===== src/rtl/ss_pkg.sv =====
package ss_pkg;
  typedef enum logic [1:0] {
    MODE_HIZ = 2'b00,
    MODE_LOW = 2'b01,
    MODE_RUN = 2'b10
  } out_mode_e;
endpackage


===== src/rtl/ss_cycle_counter.sv =====
module ss_cycle_counter #(
  parameter int CNT_W = 12,
  parameter int LIMIT = 2048
) (
  input  logic             clk,
  input  logic             rst_n,
  input  logic             run,
  input  logic             half_tick,
  output logic             second_half,
  output logic             cyc_done,
  output logic [CNT_W-1:0] cycles
);
  logic             phase_q, phase_d;
  logic [CNT_W-1:0] cnt_q, cnt_d;
  logic             sat;

  assign sat      = (cnt_q >= CNT_W'(LIMIT));
  assign cyc_done = run & half_tick & phase_q;

  always_comb begin
    phase_d = phase_q;
    cnt_d   = cnt_q;
    if (!run) begin
      phase_d = 1'b0;
      cnt_d   = '0;
    end else if (half_tick) begin
      phase_d = ~phase_q;
      if (phase_q && !sat) cnt_d = cnt_q + 1'b1;
    end
  end

  always_ff @(posedge clk or negedge rst_n) begin
    if (!rst_n) begin
      phase_q <= 1'b0;
      cnt_q   <= '0;
    end else begin
      phase_q <= phase_d;
      cnt_q   <= cnt_d;
    end
  end

  assign second_half = phase_q;
  assign cycles      = cnt_q;
endmodule


===== src/rtl/ss_phase_decode.sv =====
module ss_phase_decode
  import ss_pkg::*;
#(
  parameter int CNT_W      = 12,
  parameter int NUM_CH     = 2,
  parameter int TRI_CYCLES = 32,
  parameter int RUN_START  = 182,
  parameter int PG_CYCLE   = 2048
) (
  input  logic                  run,
  input  logic                  half_tick,
  input  logic                  second_half,
  input  logic [CNT_W-1:0]      cycles,
  output logic [NUM_CH-1:0][1:0] modes,
  output logic [NUM_CH-1:0]     starts,
  output logic                  run_phase,
  output logic                  pgood
);
  out_mode_e stage;

  always_comb begin
    if (!run)                                stage = MODE_HIZ;
    else if (cycles < CNT_W'(TRI_CYCLES))    stage = MODE_HIZ;
    else if (cycles < CNT_W'(RUN_START))     stage = MODE_LOW;
    else                                     stage = MODE_RUN;
  end

  assign run_phase = (stage == MODE_RUN);
  assign pgood     = run && (cycles >= CNT_W'(PG_CYCLE - 1));

  for (genvar ch = 0; ch < NUM_CH; ch++) begin : g_ch
    assign modes[ch]  = stage;
    assign starts[ch] = run_phase && half_tick && (second_half == ch[0]);
  end
endmodule


===== src/rtl/ss_ramp.sv =====
module ss_ramp #(
  parameter int CODE_W   = 8,
  parameter int DUTY_W   = 8,
  parameter int RAMP_DIV = 6
) (
  input  logic              clk,
  input  logic              rst_n,
  input  logic              run,
  input  logic              step_en,
  input  logic [CODE_W-1:0] target,
  output logic [CODE_W-1:0] ref_code,
  output logic [DUTY_W-1:0] duty_limit
);
  localparam int DIV_W = (RAMP_DIV > 1) ? $clog2(RAMP_DIV) : 1;
  localparam logic [DUTY_W-1:0] DUTY_MAX = '1;

  logic [DIV_W-1:0]  div_q, div_d;
  logic [CODE_W-1:0] ref_q, ref_d;
  logic [DUTY_W-1:0] duty_q, duty_d;
  logic              div_wrap;

  assign div_wrap = (div_q == DIV_W'(RAMP_DIV - 1));

  always_comb begin
    div_d  = div_q;
    ref_d  = ref_q;
    duty_d = duty_q;
    if (!run) begin
      div_d  = '0;
      ref_d  = '0;
      duty_d = '0;
    end else if (step_en) begin
      if (duty_q != DUTY_MAX) duty_d = duty_q + 1'b1;
      if (div_wrap) begin
        div_d = '0;
        if (ref_q < target) ref_d = ref_q + 1'b1;
        else                ref_d = target;
      end else begin
        div_d = div_q + 1'b1;
      end
    end
  end

  always_ff @(posedge clk or negedge rst_n) begin
    if (!rst_n) begin
      div_q  <= '0;
      ref_q  <= '0;
      duty_q <= '0;
    end else begin
      div_q  <= div_d;
      ref_q  <= ref_d;
      duty_q <= duty_d;
    end
  end

  assign ref_code   = run ? ref_q  : '0;
  assign duty_limit = run ? duty_q : '0;
endmodule


===== src/rtl/soft_start_seq.sv =====
module soft_start_seq #(
  parameter int TRI_CYCLES  = 32,
  parameter int HOLD_CYCLES = 150,
  parameter int PG_CYCLE    = 2048,
  parameter int RAMP_DIV    = 6,
  parameter int CODE_W      = 8,
  parameter int DUTY_W      = 8
) (
  input  logic              clk,
  input  logic              rst_n,
  input  logic              supply_ok,
  input  logic              half_tick,
  input  logic [CODE_W-1:0] target_code,
  output logic [1:0]        mode_a,
  output logic [1:0]        mode_b,
  output logic              start_a,
  output logic              start_b,
  output logic [CODE_W-1:0] ref_code,
  output logic [DUTY_W-1:0] duty_limit,
  output logic              pgood
);
  localparam int CNT_W     = $clog2(PG_CYCLE + 1);
  localparam int RUN_START = TRI_CYCLES + HOLD_CYCLES;
  localparam int NUM_CH    = 2;

  logic                   second_half;
  logic                   cyc_done;
  logic [CNT_W-1:0]       cycles;
  logic [NUM_CH-1:0][1:0] modes;
  logic [NUM_CH-1:0]      starts;
  logic                   run_phase;

  ss_cycle_counter #(.CNT_W(CNT_W), .LIMIT(PG_CYCLE)) u_cnt (
    .clk(clk), .rst_n(rst_n), .run(supply_ok), .half_tick(half_tick),
    .second_half(second_half), .cyc_done(cyc_done), .cycles(cycles)
  );

  ss_phase_decode #(
    .CNT_W(CNT_W), .NUM_CH(NUM_CH), .TRI_CYCLES(TRI_CYCLES),
    .RUN_START(RUN_START), .PG_CYCLE(PG_CYCLE)
  ) u_dec (
    .run(supply_ok), .half_tick(half_tick), .second_half(second_half),
    .cycles(cycles), .modes(modes), .starts(starts),
    .run_phase(run_phase), .pgood(pgood)
  );

  ss_ramp #(.CODE_W(CODE_W), .DUTY_W(DUTY_W), .RAMP_DIV(RAMP_DIV)) u_ramp (
    .clk(clk), .rst_n(rst_n), .run(supply_ok),
    .step_en(cyc_done & run_phase), .target(target_code),
    .ref_code(ref_code), .duty_limit(duty_limit)
  );

  assign mode_a  = modes[0];
  assign mode_b  = modes[1];
  assign start_a = starts[0];
  assign start_b = starts[1];
endmodule


===== config.mk =====
export PLATFORM = sky130hd
export DESIGN_NAME = soft_start_seq
export DESIGN_NICKNAME = d
export VERILOG_FILES = /design/src/rtl/ss_pkg.sv /design/src/rtl/ss_cycle_counter.sv /design/src/rtl/ss_phase_decode.sv /design/src/rtl/ss_ramp.sv /design/src/rtl/soft_start_seq.sv
export SDC_FILE = /design/constraint.sdc
export NUM_CORES = 1
export LEC_CHECK = 0
export BUFFER_PORTS_ARGS = -buffer_cell sky130_fd_sc_hd__buf_4
export CORE_ASPECT_RATIO = 1.75
export CORE_MARGIN = 4
export CORE_UTILIZATION = 50
export CTS_CLUSTER_SIZE = 8
export DETAILED_ROUTE_END_ITERATION = 12
export HOLD_SLACK_MARGIN = 0.1
export MAX_ROUTING_LAYER = met4
export PLACE_DENSITY_LB_ADDON = 0.3
export SETUP_SLACK_MARGIN = 0.5
export SLEW_MARGIN = 20
export SYNTH_ARGS = -nofsm -noshare
export SYNTH_HDL_FRONTEND = slang
export SYNTH_HIERARCHICAL = 1
export SYNTH_SLANG_ARGS = --single-unit

===== constraint.sdc =====
create_clock -name clk -period 3.3 [get_ports clk]
set_input_delay 0.165 -clock clk [delete_from_list [all_inputs] [get_ports clk]]
set_output_delay 0.165 -clock clk [all_outputs]
set_load 0.03 [all_outputs]

After elaboration in Yosys (flattened, before gate mapping)
Cells that the tools add are included.
Word-level totals
  input port bits: 12
  word-level logic and storage cells: 55
  output and inout port bits: 23
  bits in registers: 32
Cells by class
  muxes and demuxes: 20
  bitwise operators: 4
  magnitude comparators: 5
  add/sub/neg operators: 4
  reduce and logical (&&, ||, !) cells: 9
  eq/ne operators: 8
Operator list (count)
  two-way mux 8 bit: 9
  two-way mux 12 bit: 3
  adder 8 x 1 -> 8 bit (second input constant): 2
  adder 12 x 1 -> 12 bit (second input constant): 1
  >= comparator 12 x 11 -> 1 bit (second input constant): 1
  >= comparator 12 bit (second input constant): 1
  < comparator 12 x 6 -> 1 bit (second input constant): 1
  < comparator 12 x 8 -> 1 bit (second input constant): 1
  inequality test 2 x 1 -> 1 bit (second input constant): 5
  two-way mux 3 bit: 3
  < comparator 8 bit: 1
  inequality test 8 bit (second input constant): 1
  two-way mux 2 bit: 3
  AND reduction 2 bit: 3
  logical AND 1 bit: 5
  adder 3 x 1 -> 3 bit (second input constant): 1
  AND 1 bit: 3
  == test 3 bit (second input constant): 1
  == test 2 bit (second input constant): 1
  two-way mux 1 bit: 2
  zero test 1 bit: 1
  inverter 1 bit: 1

Depth between registers and ports, before layout
  depth in word-level cells: 8
  gate-level depth with buffers: 10
  depth with buffers taken out: 9

Hierarchy
Netlist, hierarchy kept.
By module, submodules not included
  ss_ramp: cells each 149, seq. area each 475.5 um2, times used 1, area each 1355.0 um2
  ss_cycle_counter: cells each 70, seq. area each 325.3 um2, times used 1, area each 684.4 um2
  ss_phase_decode: cells each 18, seq. area each 0.0 um2, times used 1, area each 112.6 um2
  soft_start_seq: cells each 1, seq. area each 0.0 um2, times used 1, area each 6.3 um2

Least setup slack after synthesis
No wires, ideal clock.
  kind: register to register
  start: register u_cnt.cnt_q[7] (netlist: u_cnt/cycles[7])
  end: register u_ramp.ref_q[4]
  cell stages (with the launch flop): 9
  slack: 1.137 ns
  data required time: 3.213 ns
  library setup time: 0.087 ns
  path buffers: 0
  clock period less this slack: 2.163 ns
  arrival time: 2.077 ns
  cell sequence: dfrtp_1 > nand3_1 > o211a_1 > nor2b_1 > and2_1 > and4b_1 > nand2_1 > or4_1 > o211ai_1
Between the ends
  word-level cells in the longest chain between the ends: 8
  elaborated cells on any way between the ends: 9
  those cells by class: order compare (2); eq/ne (2); mux (3); bitwise (1); reduce/logical (1)
Ends and longest elaborated chain
  start: declaration: RTL line ss_cycle_counter.sv:14  | logic [CNT_W-1:0] cnt_q, cnt_d;
  start signal: assignment: RTL line ss_cycle_counter.sv:38  | cnt_q <= cnt_d;
  < comparator 12 x 8 -> 1 bit: RTL line ss_phase_decode.sv:24  | else if (cycles < CNT_W'(RUN_START)) stage = MODE_LOW;
  two-way mux 2 bit: RTL line ss_phase_decode.sv:24
  two-way mux 2 bit (*): RTL line ss_phase_decode.sv:23  | else if (cycles < CNT_W'(TRI_CYCLES)) stage = MODE_HIZ;
  two-way mux 2 bit (*): RTL line ss_phase_decode.sv:22  | if (!run) stage = MODE_HIZ;
  == test 2 bit (*): RTL line ss_phase_decode.sv:28  | assign run_phase = (stage == MODE_RUN);
  named net run_phase: RTL line soft_start_seq.sv:31  | logic run_phase;
  AND 1 bit (*): RTL line soft_start_seq.sv:49  | .step_en(cyc_done & run_phase), .target(target_code),
  inequality test 2 x 1 -> 1 bit (no source line) (*)
  AND reduction 2 bit (no source line) (*)
  end signal: assignment: RTL line ss_ramp.sv:51  | ref_q <= ref_d;
  end: declaration: RTL line ss_ramp.sv:18  | logic [CODE_W-1:0] ref_q, ref_d;
Mark *: on every way through the listed nets, which the timed path passes. The rest lies on a longest branch.
A chain may end at the register's enable or synchronous reset.

Worst setup path after layout
  start: register u_cnt.cnt_q[7] (netlist: u_cnt/cycles[7])
  end: register u_ramp.ref_q[6]
Same word-level chain as after synthesis.

==> impl_metrics.ini <==
[status]
status = finished clean

[route]
vias_per_cell = 5.74
wire_per_inst_um = 14.7
drt-total-wl_mm = 4.75
vias = 1848
firstDrtPassIters = 4
ant_nets = 0
drt_drc_violations_left = 0
drt_iter0_markers = 59

[cts]
clock-sinks = 32
cts_made_buffers = 5
clk_path_buf_depth = 2
cts_resized = 0
postCtsSetupRepairBufs = 0
cts_tree = yes
clkLatencyLatePin_ps = 280
cts_hold_buf = 1
cts_max_level = 2
cts.clk_slew.worst_paths_ps = 70
cts-root-buf = clkbuf_8

[sta]
fin_skew_ps = 2.21
tightest_slew_ps = 728
hold_slack_ps = 163
period_minus_slack_ps = 2560
hold_viol_final = 0
fin_tns_setup_ps = 0
setup_viol = 0
max_freq_mhz = 390
relSlewSlack_pct = 51.5
rsz0062_at_grt = no
drv_slew = 0
finalCritPeriodShare_pct = 77.7

[global_route]
antenna_found_initial = 0
grt_pass1_vias = 1819
grt_max_degree = 49
grt_use_total_pct = 18.9
grt-ovfl-total = 0
grt_pass1_wl_mm = 8.04

[layout]
antennaDiodeCount = 0
area.growth.synth_to_final_pct = 18.4
layout.nets = 295
multiInputGateArea_sq_mm = 0.00127
seq_area_sq_um = 801
nFillCells = 371
drive_gt1_share_pct = 17.6

[die]
die_w_um = 57.7
die_height_um = 94.9
die_area_sq_mm = 0.00547
num_rows = 31
initial_core_util_pct = 52.0
io-pin-count = 35
core_sq_mm = 0.00415

[setup_path]
r2r_setup_slack_ps = 740
start_kind = register
path_cells = nand3_1 -> o211a_1 -> nor2b_1 -> and2_1 -> and4b_1 -> nand2_1 -> or4_1 -> o211ai_1
arrival_ps = 2760
startpoint = u_cnt/cycles[7]
critPathCapture = u_ramp/ref_q[6]
cp_slowest_cell = or4_1
worstSetupPathType = reg2reg
r2r-end = u_ramp/ref_q[6]
reg2reg_depth = 8
cp_data_required_time_ps = 3500
max_stage_delay_ps = 580
cp_max_fo = 10
cp.depth = 8
cp_top_family = simple AND/OR/NAND/NOR gates
end_kind = register
critical_path.n_buffers_inverters = 0
r2r-start = u_cnt/cycles[7]

[synthesis]
ys.flop_type = dfrtp_1
synth_area_per_cell_sq_um = 9.07
yosysUniqueCellTypes = 48
synth_area_sq_mm = 0.00216
synth-async-reset-ratio_pct = 100
synth_enable_flop_cells = 0
netlist_instances = 238
synth-seq-cells = 32
syn_nets = 261
yosysSeqAreaShare_pct = 37.1
ys_warn_count = 6

[power]
powerDensity_mw_per_mm2 = 325
peakVddDrop_mv = 0.337
power_leakage_nw = 1.17

[hold_path]
min-delay-start = target_code[4]
hold_class = in2reg

[flow_run]
maxCapViolCount = 0

[placement]
io_buffers = 34
place_hpwl_mm = 3.44
gp_routability_congestion = 0.871
-- worst min-delay path: stages --
cell	delay [ps]
buf_4	80
a32oi_1	70
o211ai_1	80
-- Yosys cell counts, drive strengths merged (2+ instances only) --
library cell	instances	area (sq um)
a211oi	2	15.0
a21o	2	15.0
a21oi	12	63.8
a32oi	2	17.5
and2	26	163
and3	2	13.8
buf	5	37.5
clkbuf	3	11.3
dfrtp	32	801
ha	11	138
inv	12	45.0
mux2i	10	100
nand2	19	71.3
nand2b	4	25.0
nand3	13	65.1
nand4	6	37.5
nor2	7	26.3
nor2b	7	43.8
nor3	4	20.0
nor3b	2	15.0
nor4	4	25.0
o211ai	2	15.0
o21a	2	15.0
o21ai	7	35.0
o2bb2ai	4	35.0
o31ai	7	57.6
or3	3	20.0
or4	7	56.3
xnor2	5	43.8
xor2	6	52.6
-- layout by cell type, fill, tap and decap left out, drive strengths merged, types with 5 or more instances in the layout --
cell type / count
ha: 11
mux2i: 10
buf: 34
nand3: 13
nand2: 19
xor2: 6
o21ai: 7
and2: 26
xnor2: 5
dfrtp: 32
nor2: 7
a21oi: 12
nor2b: 7
or4: 7
o31ai: 7
clkbuf: 5
inv: 12
nand4: 6
-- routing by layer --
layer	up-vias	track usage (%)	wire length, um
li1	921	-	-
met1	859	20.4	1880
met2	54	32.3	2500
met3	14	3.42	222
met4	0	9.86	146
met5	-	-	0
-- logic make-up (layout without fill, tap and decap cells) --
group,after synthesis,in the layout,synth area share [%]
compound gates,45,45,14.4
flops,32,32,37.1
mux,10,10,4.64
buf+inv,21,56,4.52
xor+xnor,11,11,4.46
fa+ha+maj,11,11,6.38
simple gates,108,108,28.5
-- cell type report --
cell class              instances  area share, %
clock buffers                   5           2.69
clock inverters                 3           1.66
inverters                      13           1.91
multi-input cells             185           49.6
flip-flops and latches         32           31.3
well taps                      49           2.40
repair buffers                 35           10.4
-- sequential cells by signal (all words and copies together) (netlist names) --
register / flops
u_ramp/duty_q: 8
u_ramp/ref_q: 8
u_ramp/div_q: 3
u_cnt/cycles: 12
u_cnt/second_half: 1
-- report_power, final --
group | internal [W] | switching [W] | leakage [nW]
Sequential | 0.000395 | 0.00000463 | 0.446
Combinational | 0.0000206 | 0.0000333 | 0.671
Clock | 0.000223 | 0.000154 | 0.0541
Total | 0.000638 | 0.000192 | 1.17
-- metrics by stage --
| step | cell area (sq um) | util, % | setup WS, ps | total power (W) | std cells |
|---|---|---|---|---|---|
| after floorplan | 2160 | - | 1140 | 0.000432 | 238 |
| after global placement | 2430 | 58.5 | 852 | 0.000460 | 313 |
| after detailed placement | 2430 | 58.7 | 789 | 0.000461 | 313 |
| after CTS | 2560 | 61.6 | 762 | 0.000838 | 322 |
| after global routing | 2560 | 61.6 | 587 | 0.000863 | 322 |
| final | 2560 | 61.6 | 737 | 0.000830 | 322 |
-- how the worst min path moves through the flow --
stage,cells past startpoint,to,slack [ps]
5_1_grt,3,u_ramp/ref_q[4],180
2_1_floorplan,0,u_cnt/cycles[0],-130
3_3_place_gp,1,u_ramp/duty_q[3],130
3_5_place_dp,1,u_ramp/duty_q[6],130
6_report,3,u_ramp/ref_q[4],160
4_1_cts,3,u_ramp/ref_q[4],160
Note: power is estimated with default switching activity, not from simulation.
